$ cat src/rtl/dma_rc_pkg.sv
package dma_rc_pkg;
  typedef enum logic [1:0] {
    CODE_CLEAR     = 2'b00,
    CODE_HALT_CYC  = 2'b01,
    CODE_HALT_XFER = 2'b10,
    CODE_RUN       = 2'b11
  } run_code_e;

  typedef enum logic [1:0] {
    PH_BND = 2'b00,
    PH_RD  = 2'b01,
    PH_MID = 2'b10,
    PH_WR  = 2'b11
  } phase_e;

  localparam logic [1:0] ST_BND = 2'b00;
  localparam logic [1:0] ST_MID = 2'b01;
  localparam logic [1:0] ST_ACT = 2'b11;
endpackage

$ cat src/rtl/dma_rc_cmd.sv
module dma_rc_cmd
  import dma_rc_pkg::*;
(
  input  logic      clk_i,
  input  logic      rst_ni,
  input  logic      we_i,
  input  run_code_e code_i,
  input  logic      auto_halt_i,
  output run_code_e code_o
);
  run_code_e code_q;

  always_ff @(posedge clk_i or negedge rst_ni) begin
    if (!rst_ni)          code_q <= CODE_CLEAR;
    else if (we_i)        code_q <= code_i;
    else if (auto_halt_i) code_q <= CODE_HALT_XFER;
  end

  assign code_o = code_q;


  host_write_wins_chk: assert property (@(posedge clk_i) disable iff (!rst_ni)
    we_i |=> code_q == $past(code_i));
endmodule

$ cat src/rtl/dma_rc_cnt.sv
module dma_rc_cnt #(
  parameter int CW = 16
) (
  input  logic          clk_i,
  input  logic          rst_ni,
  input  logic          clr_i,
  input  logic          load_i,
  input  logic [CW-1:0] load_val_i,
  input  logic          dec_i,
  output logic [CW-1:0] cnt_o,
  output logic          zero_o,
  output logic          last_o
);
  localparam logic [CW-1:0] ONE = CW'(1);
  logic [CW-1:0] cnt_q;

  always_ff @(posedge clk_i or negedge rst_ni) begin
    if (!rst_ni)                      cnt_q <= '0;
    else if (clr_i)                   cnt_q <= '0;
    else if (load_i)                  cnt_q <= load_val_i;
    else if (dec_i && cnt_q != '0)    cnt_q <= cnt_q - ONE;
  end

  assign cnt_o  = cnt_q;
  assign zero_o = (cnt_q == '0);
  assign last_o = (cnt_q == ONE);


  clear_to_zero_chk: assert property (@(posedge clk_i) disable iff (!rst_ni)
    clr_i |=> cnt_q == '0);

  no_count_up_chk: assert property (@(posedge clk_i) disable iff (!rst_ni)
    (!load_i && !clr_i) |=> cnt_q <= $past(cnt_q));
endmodule

$ cat src/rtl/dma_rc_seq.sv
module dma_rc_seq
  import dma_rc_pkg::*;
#(
  parameter int DW = 32
) (
  input  logic          clk_i,
  input  logic          rst_ni,
  input  run_code_e     code_i,
  input  logic          cnt_zero_i,
  input  logic          cnt_last_i,
  output logic          rd_req_o,
  input  logic          rd_ack_i,
  input  logic [DW-1:0] rd_data_i,
  output logic          wr_req_o,
  input  logic          wr_ack_i,
  output logic [DW-1:0] wr_data_o,
  output logic          dec_o,
  output logic          auto_halt_o,
  output logic          done_o,
  output logic [1:0]    status_o
);
  phase_e        ph_q, ph_d;
  logic          drop_q;
  logic          done_q, done_d;
  logic          hold_en;
  logic [DW-1:0] hold_q;
  logic          discard;

  // a read begun before a clear stays marked for discard even if run returns
  assign discard = drop_q || (code_i == CODE_CLEAR);

  always_comb begin
    ph_d        = ph_q;
    dec_o       = 1'b0;
    done_d      = 1'b0;
    auto_halt_o = 1'b0;
    hold_en     = 1'b0;
    unique case (ph_q)
      PH_BND: begin
        if (code_i == CODE_RUN) begin
          if (cnt_zero_i) auto_halt_o = 1'b1;
          else            ph_d = PH_RD;
        end
      end
      PH_RD: begin
        if (rd_ack_i) begin
          if (discard) ph_d = PH_BND;
          else begin
            hold_en = 1'b1;
            ph_d    = (code_i == CODE_HALT_CYC) ? PH_MID : PH_WR;
          end
        end
      end
      PH_MID: begin
        unique case (code_i)
          CODE_CLEAR:               ph_d = PH_BND;
          CODE_RUN, CODE_HALT_XFER: ph_d = PH_WR;
          default:                  ph_d = PH_MID;
        endcase
      end
      PH_WR: begin
        if (wr_ack_i) begin
          dec_o = 1'b1;
          if (cnt_last_i) begin
            auto_halt_o = 1'b1;
            done_d      = 1'b1;
            ph_d        = PH_BND;
          end else if (code_i == CODE_RUN) ph_d = PH_RD;
          else                             ph_d = PH_BND;
        end
      end
      default: ph_d = PH_BND;
    endcase
  end

  always_ff @(posedge clk_i or negedge rst_ni) begin
    if (!rst_ni) begin
      ph_q   <= PH_BND;
      drop_q <= 1'b0;
      done_q <= 1'b0;
    end else begin
      ph_q   <= ph_d;
      done_q <= done_d;
      if (ph_q == PH_RD && rd_ack_i)                   drop_q <= 1'b0;
      else if (ph_q == PH_RD && code_i == CODE_CLEAR)  drop_q <= 1'b1;
    end
  end

  always_ff @(posedge clk_i or negedge rst_ni) begin
    if (!rst_ni)      hold_q <= '0;
    else if (hold_en) hold_q <= rd_data_i;
  end

  assign rd_req_o  = (ph_q == PH_RD);
  assign wr_req_o  = (ph_q == PH_WR);
  assign wr_data_o = hold_q;
  assign done_o    = done_q;

  always_comb begin
    if (ph_q == PH_MID && code_i == CODE_HALT_CYC)          status_o = ST_MID;
    else if (code_i == CODE_RUN || rd_req_o || wr_req_o)    status_o = ST_ACT;
    else                                                    status_o = ST_BND;
  end


  rd_req_hold_chk: assert property (@(posedge clk_i) disable iff (!rst_ni)
    rd_req_o && !rd_ack_i |=> rd_req_o);

  wr_req_hold_chk: assert property (@(posedge clk_i) disable iff (!rst_ni)
    wr_req_o && !wr_ack_i |=> wr_req_o);

  one_req_chk: assert property (@(posedge clk_i) disable iff (!rst_ni)
    $onehot0({rd_req_o, wr_req_o}));

  done_pulse_chk: assert property (@(posedge clk_i) disable iff (!rst_ni)
    done_o |=> !done_o);

  mid_hold_chk: assert property (@(posedge clk_i) disable iff (!rst_ni)
    status_o == ST_MID && code_i == CODE_HALT_CYC |=> !wr_req_o);

  drop_read_chk: assert property (@(posedge clk_i) disable iff (!rst_ni)
    rd_req_o && rd_ack_i && code_i == CODE_CLEAR |=> !wr_req_o);
endmodule

$ cat src/rtl/dma_run_ctl.sv
module dma_run_ctl
  import dma_rc_pkg::*;
#(
  parameter int DW = 32,
  parameter int CW = 16
) (
  input  logic          clk_i,
  input  logic          rst_ni,
  input  logic          run_we_i,
  input  logic [1:0]    run_code_i,
  input  logic          cnt_we_i,
  input  logic [CW-1:0] cnt_i,
  output logic [1:0]    run_code_o,
  output logic [1:0]    status_o,
  output logic [CW-1:0] xfer_cnt_o,
  output logic          done_o,
  output logic          rd_req_o,
  input  logic          rd_ack_i,
  input  logic [DW-1:0] rd_data_i,
  output logic          wr_req_o,
  input  logic          wr_ack_i,
  output logic [DW-1:0] wr_data_o
);
  run_code_e code;
  logic      cnt_zero, cnt_last, dec, auto_halt, cnt_clr;

  assign cnt_clr = run_we_i && (run_code_i == 2'b00);

  dma_rc_cmd u_cmd (
    .clk_i       (clk_i),
    .rst_ni      (rst_ni),
    .we_i        (run_we_i),
    .code_i      (run_code_e'(run_code_i)),
    .auto_halt_i (auto_halt),
    .code_o      (code)
  );

  dma_rc_cnt #(.CW(CW)) u_cnt (
    .clk_i      (clk_i),
    .rst_ni     (rst_ni),
    .clr_i      (cnt_clr),
    .load_i     (cnt_we_i),
    .load_val_i (cnt_i),
    .dec_i      (dec),
    .cnt_o      (xfer_cnt_o),
    .zero_o     (cnt_zero),
    .last_o     (cnt_last)
  );

  dma_rc_seq #(.DW(DW)) u_seq (
    .clk_i       (clk_i),
    .rst_ni      (rst_ni),
    .code_i      (code),
    .cnt_zero_i  (cnt_zero),
    .cnt_last_i  (cnt_last),
    .rd_req_o    (rd_req_o),
    .rd_ack_i    (rd_ack_i),
    .rd_data_i   (rd_data_i),
    .wr_req_o    (wr_req_o),
    .wr_ack_i    (wr_ack_i),
    .wr_data_o   (wr_data_o),
    .dec_o       (dec),
    .auto_halt_o (auto_halt),
    .done_o      (done_o),
    .status_o    (status_o)
  );

  assign run_code_o = code;


  done_code_chk: assert property (@(posedge clk_i) disable iff (!rst_ni)
    done_o && !$past(run_we_i) |-> run_code_o == 2'b10 && xfer_cnt_o == '0);
endmodule

$ cat config.mk
export PLATFORM = sky130hd
export DESIGN_NAME = dma_run_ctl
export DESIGN_NICKNAME = d
export VERILOG_FILES = /design/src/rtl/dma_rc_pkg.sv /design/src/rtl/dma_rc_cmd.sv /design/src/rtl/dma_rc_cnt.sv /design/src/rtl/dma_rc_seq.sv /design/src/rtl/dma_run_ctl.sv
export SDC_FILE = /design/constraint.sdc
export NUM_CORES = 1
export LEC_CHECK = 0
export ABC_AREA = 1
export ABC_CLOCK_PERIOD_IN_PS = 2000
export CORE_ASPECT_RATIO = 1.25
export CORE_MARGIN = 2
export CORE_UTILIZATION = 45
export CTS_CLUSTER_SIZE = 10
export DETAILED_ROUTE_END_ITERATION = 12
export DONT_BUFFER_PORTS = 1
export PLACE_DENSITY_LB_ADDON = 0.05
export SLEW_MARGIN = 20
export SYNTH_ARGS = -nofsm -noshare
export SYNTH_HDL_FRONTEND = slang
export SYNTH_SLANG_ARGS = --single-unit
$ cat constraint.sdc
create_clock -name clk_i -period 2 [get_ports clk_i]
set_clock_uncertainty 0.05 [all_clocks]
set_input_delay 0.2 -clock clk_i [delete_from_list [all_inputs] [get_ports clk_i]]
set_output_delay 0.2 -clock clk_i [all_outputs]
set_load 0.02 [all_outputs]
==> metrics.cfg <==
[pwr]
clockPowerShare=0.133
comb_power_share=0.362
power.leakage_nw=1.64
vdd_ir_drop_max_v=0.000474
p_per_area_nw_per_um2=1270
power_frac_seq=0.505
p_sw_mw=1.98
p_sw_frac=0.442
internal-power_mw=2.50
p_total_mw=4.48

[logic_synthesis]
yosys_warnings=0
synthDistinctLibCells=34
synth_edf_count=0
synth_fp_nets=365
async_flop_share=1.00
syn-cell-area_um2=2880
synth_area_leader_cell=dfrtp_1
yosys_register_bits=54
yosysSeqAreaShare=0.470
synth.top_cell.area_share=0.470
synth_flop_cell=dfrtp_1
synthCells=302
synth_area_leaders=dfrtp_1, mux2_2, nand2_1
synth.avg_cell_area_um2=9.52

[routing]
wire_per_inst_um=15.7
viasPerCell=5.20
drt_iter0_drc=61
first_pass_iters=4
final_antenna_net_count=0
drt_wl_total_um=6940
routed-via-count=2293
drc_errors=0

[placed_design]
place_area_um2=3080
place_congestion=0.833
hpwl_um=4940
io_buffers=0
placed_cells=398

[cts]
numCtsBuffers=5
path_clk_slew_ps=100
cts_resized=0
clkSinkCount=54
clockBufferDepth=2
htree_num_levels=2
clock_latency_ps=310
tritoncts=done
cts_setup_buffers=0
clock-root-buffer=clkbuf_8

[die]
ios=111
die_x_um=75.5
die_h_um=93.4
start_util=0.467
core_region_area_um2=6170
rows=32
dieArea_um2=7050

[sta]
finalSetupTns_ps=0
finalSetupViolations=0
period_minus_slack_ps=1830
rsz0062_at_grt=no
fmax_ghz=0.548
final_hold_viol_count=0
finalCritPeriodShare=0.913
slew_headroom=0.704
slew_violations=0
worstMarginPinSlew_ps=445

[cells_and_area]
fin_area_um2=3540
layout.cells.non_filler=441
fill_cells=571
drive_gt1_frac=0.250
syn_to_final_growth_pct=23.1
finish.net_count=419
diodes=0

[critical_path]
cp_data_arrival_time_ps=1580
startpoint=u_seq.ph_q[1]
critPathCaptureType=primary output
crit-reg2reg-launch=u_cnt.cnt_o[5]
worstSetupStartpointType=register
path_class=reg2out
cp_cell_sequence=inv_1 -> ha_1 -> buf_4 -> o31ai_1 -> inv_1
crit_slowest_cell=dfrtp_1
cp_common_cell=inv_1
cp.required_ps=1750
path_max_fanout=4
cpPeakStageDelay_ps=400

[global_route]
grt_most_used_layer=met2
grt_start_max_net_pins=55
grt_use_met3=0.0517
grt_use_met1=0.230
grt_usage=0.201
grt_util_met2=0.356
gr-total-overflow=0
grt_pass1_wl_um=10800
grt_pass1_vias=2354
grt_antenna_before_repair=0

[worst_hold_path]
hp-class=in2reg
hp-start=cnt_i[7]

[flow_run]
maxCapViolCount=0

[run_status]
status=completed

-- cell usage in the layout, fill, tap and decap left out, types with 6 or more instances in the layout --
cell            n
dfrtp_1        54
dlygate4sd3_1  35
o21ai_2         6
a21oi_1         9
nand3_1        20
nor2_1         21
ha_1            7
buf_4          17
inv_1          25
nand2_1        52
mux2_2         28
or2_2           7
nand2_2        10
o21ai_0        22
-- metrics by stage --
step / hold slack (ps) / util / worst slack, ps
2_1_floorplan: -146 / - / 293
3_3_place_gp: -145 / 0.500 / 264
3_5_place_dp: -144 / 0.500 / 220
4_1_cts: 19.3 / 0.574 / 162
5_1_grt: 40.2 / 0.574 / 27.8
6_report: 24.9 / 0.574 / 174
-- synthesized netlist by cell type (2+ instances only) --
cell,instances
dfrtp_1,54
nand2_1,52
a31oi_1,2
o21ai_2,6
nand4_1,3
buf_2,3
nand3_1,20
mux2_2,28
nand2_4,3
nor2_1,21
or2_2,7
mux2_1,4
inv_1,25
nand2_2,10
o21ai_0,22
clkbuf_1,2
a21oi_1,9
ha_1,7
nor2_2,5
o22ai_1,5
-- power by group through the flow --
stage	logic [mW]	registers, mW	clock network (mW)
2_1_floorplan	1.12	2.30	0
3_3_place_gp	1.53	2.28	0
3_5_place_dp	1.55	2.29	0
4_1_cts	1.64	2.26	0.622
5_1_grt	1.82	2.34	0.661
6_report	1.62	2.26	0.597
-- worst paths after layout --
path,end,slack (ps),depth (start not counted)
min in group asynchronous,u_cnt.cnt_o[8],380,2
hold reg to reg,u_seq.drop_q,480,2
max in group asynchronous,u_cmd.code_o[0],1290,2
hold / removal,u_cnt.cnt_o[7],20,2
setup reg to reg,u_cnt.cnt_o[3],230,8
setup / recovery,status_o[1],170,5
-- critical path: cells and delay by family (launching register included) --
| family | cells | cell delay, ps |
|---|---|---|
| adders and majority gates | 1 | 220 |
| buffers and inverters | 3 | 420 |
| DFF | 1 | 400 |
| AOI/OAI and AO/OA | 1 | 220 |
-- cell type report --
class                           count  area, um^2  share of cell area
Inverter                           26         103              0.0290
Clock buffer                        5        68.8              0.0194
Timing Repair Buffer               54         526               0.148
Tap cell                           85         106              0.0300
Clock inverter                      2        15.0             0.00424
Sequential cell                    54        1350               0.381
Multi-Input combinational cell    215        1370               0.387
-- sequential cells by signal, summed over array words and instances (netlist names) --
signal / count
u_cnt.cnt_o: 16
u_seq.wr_data_o: 32
u_seq.drop_q: 1
u_cmd.code_o: 2
u_seq.done_o: 1
u_seq.ph_q: 2
-- layer usage --
metal / vias to the layer above / part of all wire
li1: 1111 / -
met3: 6 / 0.080
met5: - / 0
met1: 1075 / 0.38
met4: 0 / 0.011
met2: 101 / 0.52
-- kinds of logic after synthesis --
family / count (synthesis) / synth area share
AND/OR/NAND/NOR: 126 / 0.218
flip-flops: 54 / 0.470
XOR/XNOR: 1 / 0.00305
buffers and inverters: 33 / 0.0531
AO/OA/AOI/OAI: 48 / 0.0970
adder cells (fa/ha/maj): 7 / 0.0304
multiplexers: 33 / 0.129
-- what timing repair did --
item                                    in CTS  in global routing
hold endpoints to repair                    87                  0
hold buffers                                36                  0
endpoints found under the setup margin       0                  0
Power figures use the tool's default switching activity.
